`config.mk`:
```
export PLATFORM = sky130hd
export DESIGN_NAME = pgm_link_entry
export DESIGN_NICKNAME = d
export VERILOG_FILES = /design/src/rtl/pgm_link_pkg.sv /design/src/rtl/pgm_down_timer.sv /design/src/rtl/link_clk_divider.sv /design/src/rtl/pgm_entry_fsm.sv /design/src/rtl/pgm_link_entry.sv
export SDC_FILE = /design/constraint.sdc
export NUM_CORES = 1
export LEC_CHECK = 0
export BUFFER_PORTS_ARGS = -buffer_cell sky130_fd_sc_hd__buf_2
export CAP_MARGIN = 25
export CORE_UTILIZATION = 50
export DETAILED_ROUTE_END_ITERATION = 8
export PLACE_DENSITY = 0.73
export SYNTH_ARGS = -nofsm -noshare
export SYNTH_HDL_FRONTEND = slang
export SYNTH_HIERARCHICAL = 1
export SYNTH_SLANG_ARGS = --single-unit
```
`constraint.sdc`:
```
create_clock -name clk -period 12.1 [get_ports clk]
set_clock_uncertainty 0.05 [all_clocks]
set_input_delay 0.605 -clock clk [delete_from_list [all_inputs] [get_ports clk]]
set_output_delay 0.605 -clock clk [all_outputs]
set_load 0.01 [all_outputs]
```
`src/rtl/pgm_link_pkg.sv`:
```
package pgm_link_pkg;

    // Number of link clock rising edges that complete entry.
    localparam int unsigned BURST_EDGES = 16;
    localparam int unsigned EDGE_W      = $clog2(BURST_EDGES + 1);

    typedef enum logic [2:0] {
        ST_IDLE,
        ST_DATA_HIGH,
        ST_CLK_BURST,
        ST_ACTIVE,
        ST_RETRY_WAIT,
        ST_STOP_CLK,
        ST_STOP_REL
    } entry_state_e;

    // Per-state request for the pins; registered at the top.
    typedef struct packed {
        logic clk_run;
        logic dat_drv;
        logic dat_val;
        logic aux_rst_n;
    } pin_ctrl_t;

    function automatic longint unsigned deadline_cycles(
        input longint unsigned sys_hz,
        input longint unsigned win_ns
    );
        return (sys_hz * win_ns) / 64'd1_000_000_000;
    endfunction

    function automatic logic half_in_range(
        input longint unsigned half,
        input longint unsigned max_half
    );
        return (half != 0) && (half <= max_half);
    endfunction

endpackage

```
`src/rtl/pgm_down_timer.sv`:
```
module pgm_down_timer #(
    parameter int unsigned W = 16
) (
    input  logic         clk,
    input  logic         rst,
    input  logic         load,
    input  logic [W-1:0] load_val,
    output logic         zero
);
    logic [W-1:0] cnt;

    always_ff @(posedge clk) begin
        if (rst) begin
            cnt <= '0;
        end else if (load) begin
            cnt <= load_val;
        end else if (cnt != '0) begin
            cnt <= cnt - W'(1);
        end
    end

    assign zero = (cnt == '0);
endmodule

```
`src/rtl/link_clk_divider.sv`:
```
module link_clk_divider #(
    parameter int unsigned DIV_W = 16
) (
    input  logic             clk,
    input  logic             rst,
    input  logic             run,
    input  logic [DIV_W-1:0] half,
    output logic             lclk,
    output logic             rise
);
    logic [DIV_W-1:0] cnt;
    logic             wrap;

    assign wrap = (cnt == half - DIV_W'(1));

    always_ff @(posedge clk) begin
        if (rst || !run) begin
            cnt  <= '0;
            lclk <= 1'b0;
            rise <= 1'b0;
        end else if (wrap) begin
            cnt  <= '0;
            lclk <= ~lclk;
            rise <= ~lclk;
        end else begin
            cnt  <= cnt + DIV_W'(1);
            rise <= 1'b0;
        end
    end
endmodule

```
`src/rtl/pgm_entry_fsm.sv`:
```
module pgm_entry_fsm
    import pgm_link_pkg::*;
#(
    parameter int unsigned          HOLD_W       = 16,
    parameter int unsigned          TMR_W        = 16,
    parameter int unsigned          MAX_RETRIES  = 3,
    parameter longint unsigned      DEADLINE_CYC = 20000
) (
    input  logic              clk,
    input  logic              rst,
    input  logic              start_ok,
    input  logic              stop,
    input  logic [HOLD_W-1:0] hold_cycles,
    input  logic              tx_bit,
    input  logic              rx_turn,
    input  logic              tmr_zero,
    input  logic              edge_rise,
    output logic              tmr_load,
    output logic [TMR_W-1:0]  tmr_val,
    output pin_ctrl_t         ctrl,
    output logic              ready,
    output logic              error
);
    localparam int unsigned RETRY_W = $clog2(MAX_RETRIES + 2);

    entry_state_e       st, nxt;
    logic [EDGE_W-1:0]  edges;
    logic [RETRY_W-1:0] retries;
    logic               err_q;
    logic               retry_inc, retry_clr, err_set, err_clr, edge_clr;
    logic               first_missed, last_edge;

    assign first_missed = tmr_zero && (edges == '0) && !edge_rise;
    assign last_edge    = edge_rise && (edges == EDGE_W'(BURST_EDGES - 1));

    always_comb begin
        nxt       = st;
        tmr_load  = 1'b0;
        tmr_val   = '0;
        retry_inc = 1'b0;
        retry_clr = 1'b0;
        err_set   = 1'b0;
        err_clr   = 1'b0;
        edge_clr  = 1'b0;
        case (st)
            ST_IDLE: begin
                if (start_ok) begin
                    nxt       = ST_DATA_HIGH;
                    tmr_load  = 1'b1;
                    tmr_val   = TMR_W'(hold_cycles);
                    retry_clr = 1'b1;
                    err_clr   = 1'b1;
                end
            end
            ST_DATA_HIGH: begin
                if (tmr_zero) begin
                    nxt      = ST_CLK_BURST;
                    tmr_load = 1'b1;
                    tmr_val  = TMR_W'(DEADLINE_CYC);
                    edge_clr = 1'b1;
                end
            end
            ST_CLK_BURST: begin
                if (last_edge) begin
                    nxt = ST_ACTIVE;
                end else if (first_missed) begin
                    if (retries == RETRY_W'(MAX_RETRIES)) begin
                        nxt     = ST_IDLE;
                        err_set = 1'b1;
                    end else begin
                        nxt       = ST_RETRY_WAIT;
                        retry_inc = 1'b1;
                        tmr_load  = 1'b1;
                        tmr_val   = TMR_W'(hold_cycles);
                    end
                end
            end
            ST_RETRY_WAIT: begin
                if (tmr_zero) begin
                    nxt      = ST_DATA_HIGH;
                    tmr_load = 1'b1;
                    tmr_val  = TMR_W'(hold_cycles);
                end
            end
            ST_ACTIVE: begin
                if (stop) nxt = ST_STOP_CLK;
            end
            ST_STOP_CLK: nxt = ST_STOP_REL;
            ST_STOP_REL: nxt = ST_IDLE;
            default:     nxt = ST_IDLE;
        endcase
    end

    always_comb begin
        ctrl = '{clk_run: 1'b0, dat_drv: 1'b0, dat_val: 1'b0, aux_rst_n: 1'b1};
        case (st)
            ST_DATA_HIGH:  ctrl = '{clk_run: 1'b0, dat_drv: 1'b1, dat_val: 1'b1, aux_rst_n: 1'b0};
            ST_CLK_BURST:  ctrl = '{clk_run: 1'b1, dat_drv: 1'b1, dat_val: 1'b1, aux_rst_n: 1'b0};
            ST_RETRY_WAIT: ctrl = '{clk_run: 1'b0, dat_drv: 1'b1, dat_val: 1'b0, aux_rst_n: 1'b0};
            ST_ACTIVE:     ctrl = '{clk_run: 1'b1, dat_drv: !rx_turn, dat_val: tx_bit, aux_rst_n: 1'b0};
            ST_STOP_CLK:   ctrl = '{clk_run: 1'b0, dat_drv: 1'b1, dat_val: 1'b1, aux_rst_n: 1'b0};
            ST_STOP_REL:   ctrl = '{clk_run: 1'b0, dat_drv: 1'b0, dat_val: 1'b0, aux_rst_n: 1'b0};
            default:       ;
        endcase
    end

    always_ff @(posedge clk) begin
        if (rst) begin
            st      <= ST_IDLE;
            edges   <= '0;
            retries <= '0;
            err_q   <= 1'b0;
        end else begin
            st <= nxt;
            if (edge_clr)
                edges <= '0;
            else if (edge_rise && st == ST_CLK_BURST)
                edges <= edges + EDGE_W'(1);
            if (retry_clr)
                retries <= '0;
            else if (retry_inc)
                retries <= retries + RETRY_W'(1);
            if (err_clr)
                err_q <= 1'b0;
            else if (err_set)
                err_q <= 1'b1;
        end
    end

    assign ready = (st == ST_ACTIVE);
    assign error = err_q;
endmodule

```
`src/rtl/pgm_link_entry.sv`:
```
module pgm_link_entry
    import pgm_link_pkg::*;
#(
    parameter int unsigned SYS_CLK_HZ  = 200_000_000,
    parameter int unsigned MIN_LINK_HZ = 10_000,
    parameter int unsigned DEADLINE_NS = 100_000,
    parameter int unsigned MAX_RETRIES = 3,
    parameter int unsigned HOLD_W      = 16,
    parameter int unsigned DIV_W       = 16
) (
    input  logic              clk,
    input  logic              rst,
    input  logic              start,
    input  logic              stop,
    input  logic [HOLD_W-1:0] hold_cycles,
    input  logic [DIV_W-1:0]  half_period,
    input  logic              tx_bit,
    input  logic              rx_turn,
    output logic              tgt_clk,
    output logic              tgt_dat_o,
    output logic              tgt_dat_oe,
    output logic              aux_rst_n,
    output logic              ready,
    output logic              error,
    output logic              cfg_err
);
    localparam longint unsigned DEADLINE_CYC = deadline_cycles(SYS_CLK_HZ, DEADLINE_NS);
    localparam int unsigned     MAX_HALF     = SYS_CLK_HZ / (2 * MIN_LINK_HZ);
    localparam int unsigned     DL_W         = $clog2(DEADLINE_CYC + 1);
    localparam int unsigned     TMR_W        = (DL_W > HOLD_W) ? DL_W : HOLD_W;

    logic             half_ok, start_ok;
    logic             tmr_load, tmr_zero, edge_rise;
    logic [TMR_W-1:0] tmr_val;
    pin_ctrl_t        ctrl;

    assign half_ok  = half_in_range(longint'(half_period), longint'(MAX_HALF));
    assign start_ok = start && half_ok;

    pgm_entry_fsm #(
        .HOLD_W       (HOLD_W),
        .TMR_W        (TMR_W),
        .MAX_RETRIES  (MAX_RETRIES),
        .DEADLINE_CYC (DEADLINE_CYC)
    ) u_fsm (
        .clk         (clk),
        .rst         (rst),
        .start_ok    (start_ok),
        .stop        (stop),
        .hold_cycles (hold_cycles),
        .tx_bit      (tx_bit),
        .rx_turn     (rx_turn),
        .tmr_zero    (tmr_zero),
        .edge_rise   (edge_rise),
        .tmr_load    (tmr_load),
        .tmr_val     (tmr_val),
        .ctrl        (ctrl),
        .ready       (ready),
        .error       (error)
    );

    pgm_down_timer #(.W(TMR_W)) u_timer (
        .clk      (clk),
        .rst      (rst),
        .load     (tmr_load),
        .load_val (tmr_val),
        .zero     (tmr_zero)
    );

    link_clk_divider #(.DIV_W(DIV_W)) u_div (
        .clk  (clk),
        .rst  (rst),
        .run  (ctrl.clk_run),
        .half (half_period),
        .lclk (tgt_clk),
        .rise (edge_rise)
    );

    always_ff @(posedge clk) begin
        if (rst) begin
            tgt_dat_o  <= 1'b0;
            tgt_dat_oe <= 1'b0;
            aux_rst_n  <= 1'b1;
            cfg_err    <= 1'b0;
        end else begin
            tgt_dat_o  <= ctrl.dat_val;
            tgt_dat_oe <= ctrl.dat_drv;
            aux_rst_n  <= ctrl.aux_rst_n;
            cfg_err    <= !half_ok;
        end
    end
endmodule

```
Word-level counts from Yosys, hierarchy flattened:

Index checks and enable logic that the tools add are counted.
W data, S select, Z words.

* memories kept: 0
* bits in latches: 0
* input port bits: 38
* word-level logic and storage cells: 89
* ROM bits: 0
* register bits: 50
* output and inout port bits: 7
* memory bits (writable): 0

* equality and inequality tests: 14
* add/subtract/negate cells: 5
* divide/modulo/power cells: 0
* reductions and logical operators: 24
* multipliers: 0
* magnitude comparators: 1
* bitwise logic cells: 2
* shifts and indexed selects: 0
* mux-type cells: 31

Operators with widths (number)
* $mux W16: 7
* $pmux W16 S4: 1
* $reduce_bool A16 Y1: 2
* $sub A16 B1 Y16 const B: 2
* $mux W3: 7
* $pmux W4 S5: 1
* $pmux W3 S6: 1
* $add A16 B1 Y16 const B: 1
* $eq A16 B16 Y1: 1
* $le A16 B14 Y1 const B: 1
* $logic_not A16 Y1: 1
* $mux W15: 1
* $mux W1: 12
* $reduce_or A2 Y1: 6
* $eq A3 B2 Y1 const B: 3
* $eq A3 B3 Y1 const B: 3
* $logic_and A1 B1 Y1: 6
* $add A5 B1 Y5 const B: 1
* $eq A5 B4 Y1 const B: 1
* $logic_not A5 Y1: 1
* $reduce_and A5 Y1: 1
* $logic_not A1 Y1: 4
* $ne A2 B1 Y1 const B: 2
* $ne A2 B2 Y1 const B: 2
* other kinds (8): 9

Depth between registers and ports, before layout:

* word-level depth: 7
* depth in mapped cells: 14
* depth with buffers taken out: 12

Cells and area by module:

Netlist, hierarchy kept.

Modules (own cells, without submodules)
* link_clk_divider: area each 1420.1 um^2, sequential area each 360.3 um^2, times used 1, cells an instance 169
* pgm_entry_fsm: area each 1083.5 um^2, sequential area each 240.2 um^2, times used 1, cells an instance 129
* pgm_down_timer: area each 964.7 um^2, sequential area each 320.3 um^2, times used 1, cells an instance 116
* pgm_link_entry: area each 212.7 um^2, sequential area each 80.1 um^2, times used 1, cells an instance 24

Least setup slack after synthesis:

No wires, ideal clock.

* path kind: register -> register
* start point: reg u_timer.cnt[0]
* end point: reg u_timer.cnt[13]
* path buffers: 2
* arrival time: 3.745 ns
* data required time: 11.972 ns
* setup slack: 8.228 ns
* period minus slack after synthesis: 3.872 ns
* stages on the path, launching flop included: 15
* setup time: 0.078 ns
* path through: dfxtp_1 inv_1 ha_1 or3b_2 or4_4 nor2_1 nor4b_4 nand4_2 buf_6 nand3_1 nor2b_1 clkbuf_1 a21oi_1 a31o_2 nor3_1

* cells in the longest elaborated chain, start to end: 7
* elaborated cells between the ends (all ways): 16
* classes of those cells: add/sub (1); mux (10); reduce/logical (5)

Ends and longest elaborated chain
* start, declared: RTL line pgm_down_timer.sv:10 `logic [W-1:0] cnt;`
* start signal, assigned: RTL line pgm_down_timer.sv:16 `cnt <= load_val;`
* start signal, assigned: RTL line pgm_down_timer.sv:18 `cnt <= cnt - W'(1);`
* $logic_not A16 Y1 *: RTL line pgm_down_timer.sv:22 `assign zero = (cnt == '0);`
* net tmr_zero: RTL line pgm_link_entry.sv:33 `logic tmr_load, tmr_zero, edge_rise;`
* $logic_and A1 B1 Y1 (2 in a row): RTL line pgm_entry_fsm.sv:33 `assign first_missed = tmr_zero && (edges == '0) && !edge_rise;`
* $mux W1: RTL line pgm_entry_fsm.sv:66 `end else if (first_missed) begin`
* $mux W1: RTL line pgm_entry_fsm.sv:64 `if (last_edge) begin`
* $pmux W1 S3 *: RTL line pgm_entry_fsm.sv:45 `case (st)`
* net tmr_load: RTL line pgm_link_entry.sv:33
* $mux W16 / $reduce_bool A2 Y1 (equally long branches)

The timed path passes the listed nets; every way through them passes the cells marked *. The select of a mux whose other input is x is not followed.
A chain may end at the register's enable or synchronous reset.

Final worst setup path:

Same ends and word-level chain as after synthesis.

==> impl_metrics.py <==
metrics = {
    "worst_setup_path": {
        "slowest_stage": "nor2b_1",
        "path_class": "flip-flop to flip-flop",
        "critPathRequiredTime_ns": 12.28,
        "cp-end-kind": "flip-flop",
        "arrival_ns": 5.11,
        "path_cells": "inv_1, ha_1, or3b_2, or4_4, nor2_1, nor4b_4, nand4_2, nand3_1, nor2b_1, nand2_1, a31o_2, nor3_1",
        "critPathMaxFanout": 17,
        "slowest_delay_ns": 0.81,
        "startpoint_type": "flip-flop",
    },
    "power": {
        "p_leak_nw": 1.45,
        "p_sw_frac": 0.380,
        "p_clk_frac": 0.220,
        "p_comb_frac": 0.435,
        "p_int_uw": 403,
        "p_sw_uw": 247,
        "power_uw": 651,
        "vdd_drop_max_uv": 75.2,
        "power_density_nw_per_um2": 162,
        "pwr-share-seq": 0.344,
    },
    "yosys": {
        "synth-seq-cells": 50,
        "synthCells": 438,
        "synthXorXnorAreaFrac": 0.107,
        "synthesis.nets": 484,
        "synth_fa_ha_area_frac": 0.0272,
        "synth_top_area_frac": 0.272,
        "synth_edf_count": 0,
        "synthSimpleGateAreaFrac": 0.304,
        "synthTopCellsByCount": "dfxtp_1 (50), nor2_1 (39), nand2_1 (29), xnor2_1 (24)",
        "synth_top_family_by_area": "simple AND/OR/NAND/NOR gates",
        "seq_area_frac_synth": 0.272,
        "synth_async_sr_flop_share": 0,
        "synth.top_cells.by_area": "dfxtp_1 (27%), xnor2_1 (5.7%), xor2_1 (5.0%)",
        "synth.cell_area_um2": 3680,
        "synth_top_cell_by_area": "dfxtp_1",
        "synthMuxAreaShare": 0.0167,
        "syn_area_per_cell_um2": 8.40,
        "synth_compound_area_frac": 0.211,
        "ys_warn_count": 6,
        "yosys.cell_count.top_type": "dfxtp_1",
        "synth_cell_type_count": 79,
        "synth_ff_type": "dfxtp_1",
    },
    "clock_tree": {
        "numClockSinks": 50,
        "cts_resized": 0,
        "cts_buffers": 5,
        "clk_root_buffer_cell": "clkbuf_8",
        "hold_buffers": 0,
        "clk_latency_ns": 0.30,
        "clk_pin_slew_ns": 0.10,
        "cts_buffer_depth": 2,
        "htree_levels": 2,
        "tritoncts": "built",
        "cts_setup_buffers": 0,
    },
    "sta": {
        "worstMarginPinSlew_ns": 0.948,
        "min_period_ns": 4.93,
        "hold_viol": 0,
        "slew_violations": 0,
        "fin_ws_ns": 7.17,
        "relSlewSlack": 0.362,
        "finalSetupTns_ns": 0,
        "max_freq_ghz": 0.203,
        "setup_viol": 0,
        "rsz0062_at_grt": "false",
        "final.period_utilization": 0.407,
    },
    "global_route": {
        "grt_pass1_vias": 2964,
        "antenna_found_initial": 0,
        "grt_start_max_net_pins": 23,
        "grt_overflow": 0,
        "grt.total_usage": 0.227,
        "grt_pass1_wl_mm": 13.9,
    },
    "route": {
        "routed_wl_mm": 8.66,
        "firstDrtPassIters": 5,
        "ant_nets": 0,
        "drt_iter0_drc": 221,
        "vias": 3360,
        "wl_per_cell_um": 15.3,
        "route.detailed.drc": 0,
        "avgViaCountPerCell": 5.94,
    },
    "job": {
        "drv_cap": 0,
    },
    "worst_hold_path": {
        "hp-class": "flip-flop to flip-flop",
    },
    "final_layout": {
        "diodes": 0,
        "nFillCells": 628,
        "synthToLayoutAreaGrowth_pct": 9.28,
        "fin_nets": 515,
        "multi_input_area_um2": 2450,
        "final_core_util": 0.579,
        "regArea_um2": 1000,
        "drive_gt1_frac": 0.183,
        "stdcell_count": 566,
    },
    "floorplanning": {
        "num_rows": 30,
        "die_y_um": 87.8,
        "io_pins": 45,
        "die_w_um": 87.8,
        "initial_core_util": 0.530,
        "die-area_um2": 7710,
        "core_um2": 6940,
    },
    "placed_design": {
        "place_inst": 558,
        "place_hpwl_mm": 6.66,
        "portBuffers": 44,
        "dp_slack_ns": 7.24,
        "gp_congestion": 0.895,
    },
    "status": {
        "status": "finished, final reports clean",
    },
}
==> kinds of logic after synthesis <==
kind of cell / count (synthesis)
simple gates: 179
compound gates: 107
flops: 50
xor+xnor: 45
buf+inv: 43
fa+ha+maj: 8
mux: 6
==> metrics by stage <==
step	cell area (um^2)	hold slack [ns]
floorplan	3680	0.397
global placement	3870	0.404
detailed placement	3880	0.421
CTS	4020	0.438
global route	4020	0.455
finish	4020	0.431
==> routing by layer <==
layer	track usage	wire length [um]	vias up
li1	-	-	1679
met1	0.312	4170	1573
met2	0.366	3960	98
met3	0.0443	461	10
met4	0.0551	69	0
met5	0	0	-
==> state kept, by name, summed over array words and instances (netlist names) <==
register       count
aux_rst_n          1
cfg_err            1
tgt_dat_o          1
tgt_dat_oe         1
u_div/cnt         16
u_div/lclk         1
u_div/rise         1
u_fsm/edges        5
u_fsm/error        1
u_fsm/retries      3
u_fsm/st           3
u_timer/cnt       16
==> critical path: cells and delay by family (launching register included) <==
family                     cells  cell delay, ns
and+or+nand+nor                9            3.92
DFF                            1            0.34
AOI/OAI and AO/OA              1            0.28
adders and majority gates      1            0.19
buffers and inverters          1            0.08
==> placed cells by master (no fill, tap or decap), types with 4 or more instances in the layout <==
cell type,Yosys,routed
dfxtp_1,50,50
mux2i_1,5,5
and3_1,8,8
a21o_1,4,4
nor4_1,6,6
a21oi_1,17,17
nand4_1,11,11
nor2b_1,5,5
a21boi_0,8,8
nand2_1,29,29
xor2_1,21,21
o31ai_1,5,5
nand3b_1,4,4
buf_2,5,45
or3_1,4,4
nor2_1,39,39
inv_1,21,21
clkbuf_8,0,6
nor3_1,14,14
o21ai_1,8,8
o21ai_0,17,17
ha_1,8,8
nand3_1,19,19
a31oi_1,9,9
a211oi_1,6,6
xnor2_1,24,24
==> power groups by stage <==
| stage | registers [mW] | clock network [mW] | logic [mW] |
|---|---|---|---|
| 3_5_place_dp | 0.226 | 0 | 0.276 |
| 6_report | 0.224 | 0.143 | 0.283 |
| 4_1_cts | 0.223 | 0.146 | 0.278 |
| 5_1_grt | 0.226 | 0.152 | 0.311 |
| 2_1_floorplan | 0.218 | 0 | 0.234 |
| 3_3_place_gp | 0.225 | 0 | 0.272 |
==> area by class of cell <==
class	instances	share of cell area
Clock inverter	2	0.0149
Timing Repair Buffer	45	0.0560
Tap cell	96	0.0299
Inverter	22	0.0205
Multi-Input combinational cell	345	0.609
Clock buffer	6	0.0205
Sequential cell	50	0.249
==> path summary, 6_finish.rpt <==
path | cells after the start | slack, ns | to | startpoint
worst max-delay path | 12 | 7.17 | u_timer/cnt[13]$_SDFFE_PP0P_ | u_timer/cnt[0]$_SDFFE_PP0P_
worst min-delay path | 2 | 0.43 | u_fsm/retries[2]$_SDFFE_PP0P_ | u_fsm/retries[2]$_SDFFE_PP0P_
worst max register to register | 12 | 7.17 | u_timer/cnt[13]$_SDFFE_PP0P_ | u_timer/cnt[0]$_SDFFE_PP0P_
worst min register to register | 2 | 0.43 | u_fsm/retries[2]$_SDFFE_PP0P_ | u_fsm/retries[2]$_SDFFE_PP0P_
No activity file was read; power rests on OpenSTA's default activity.
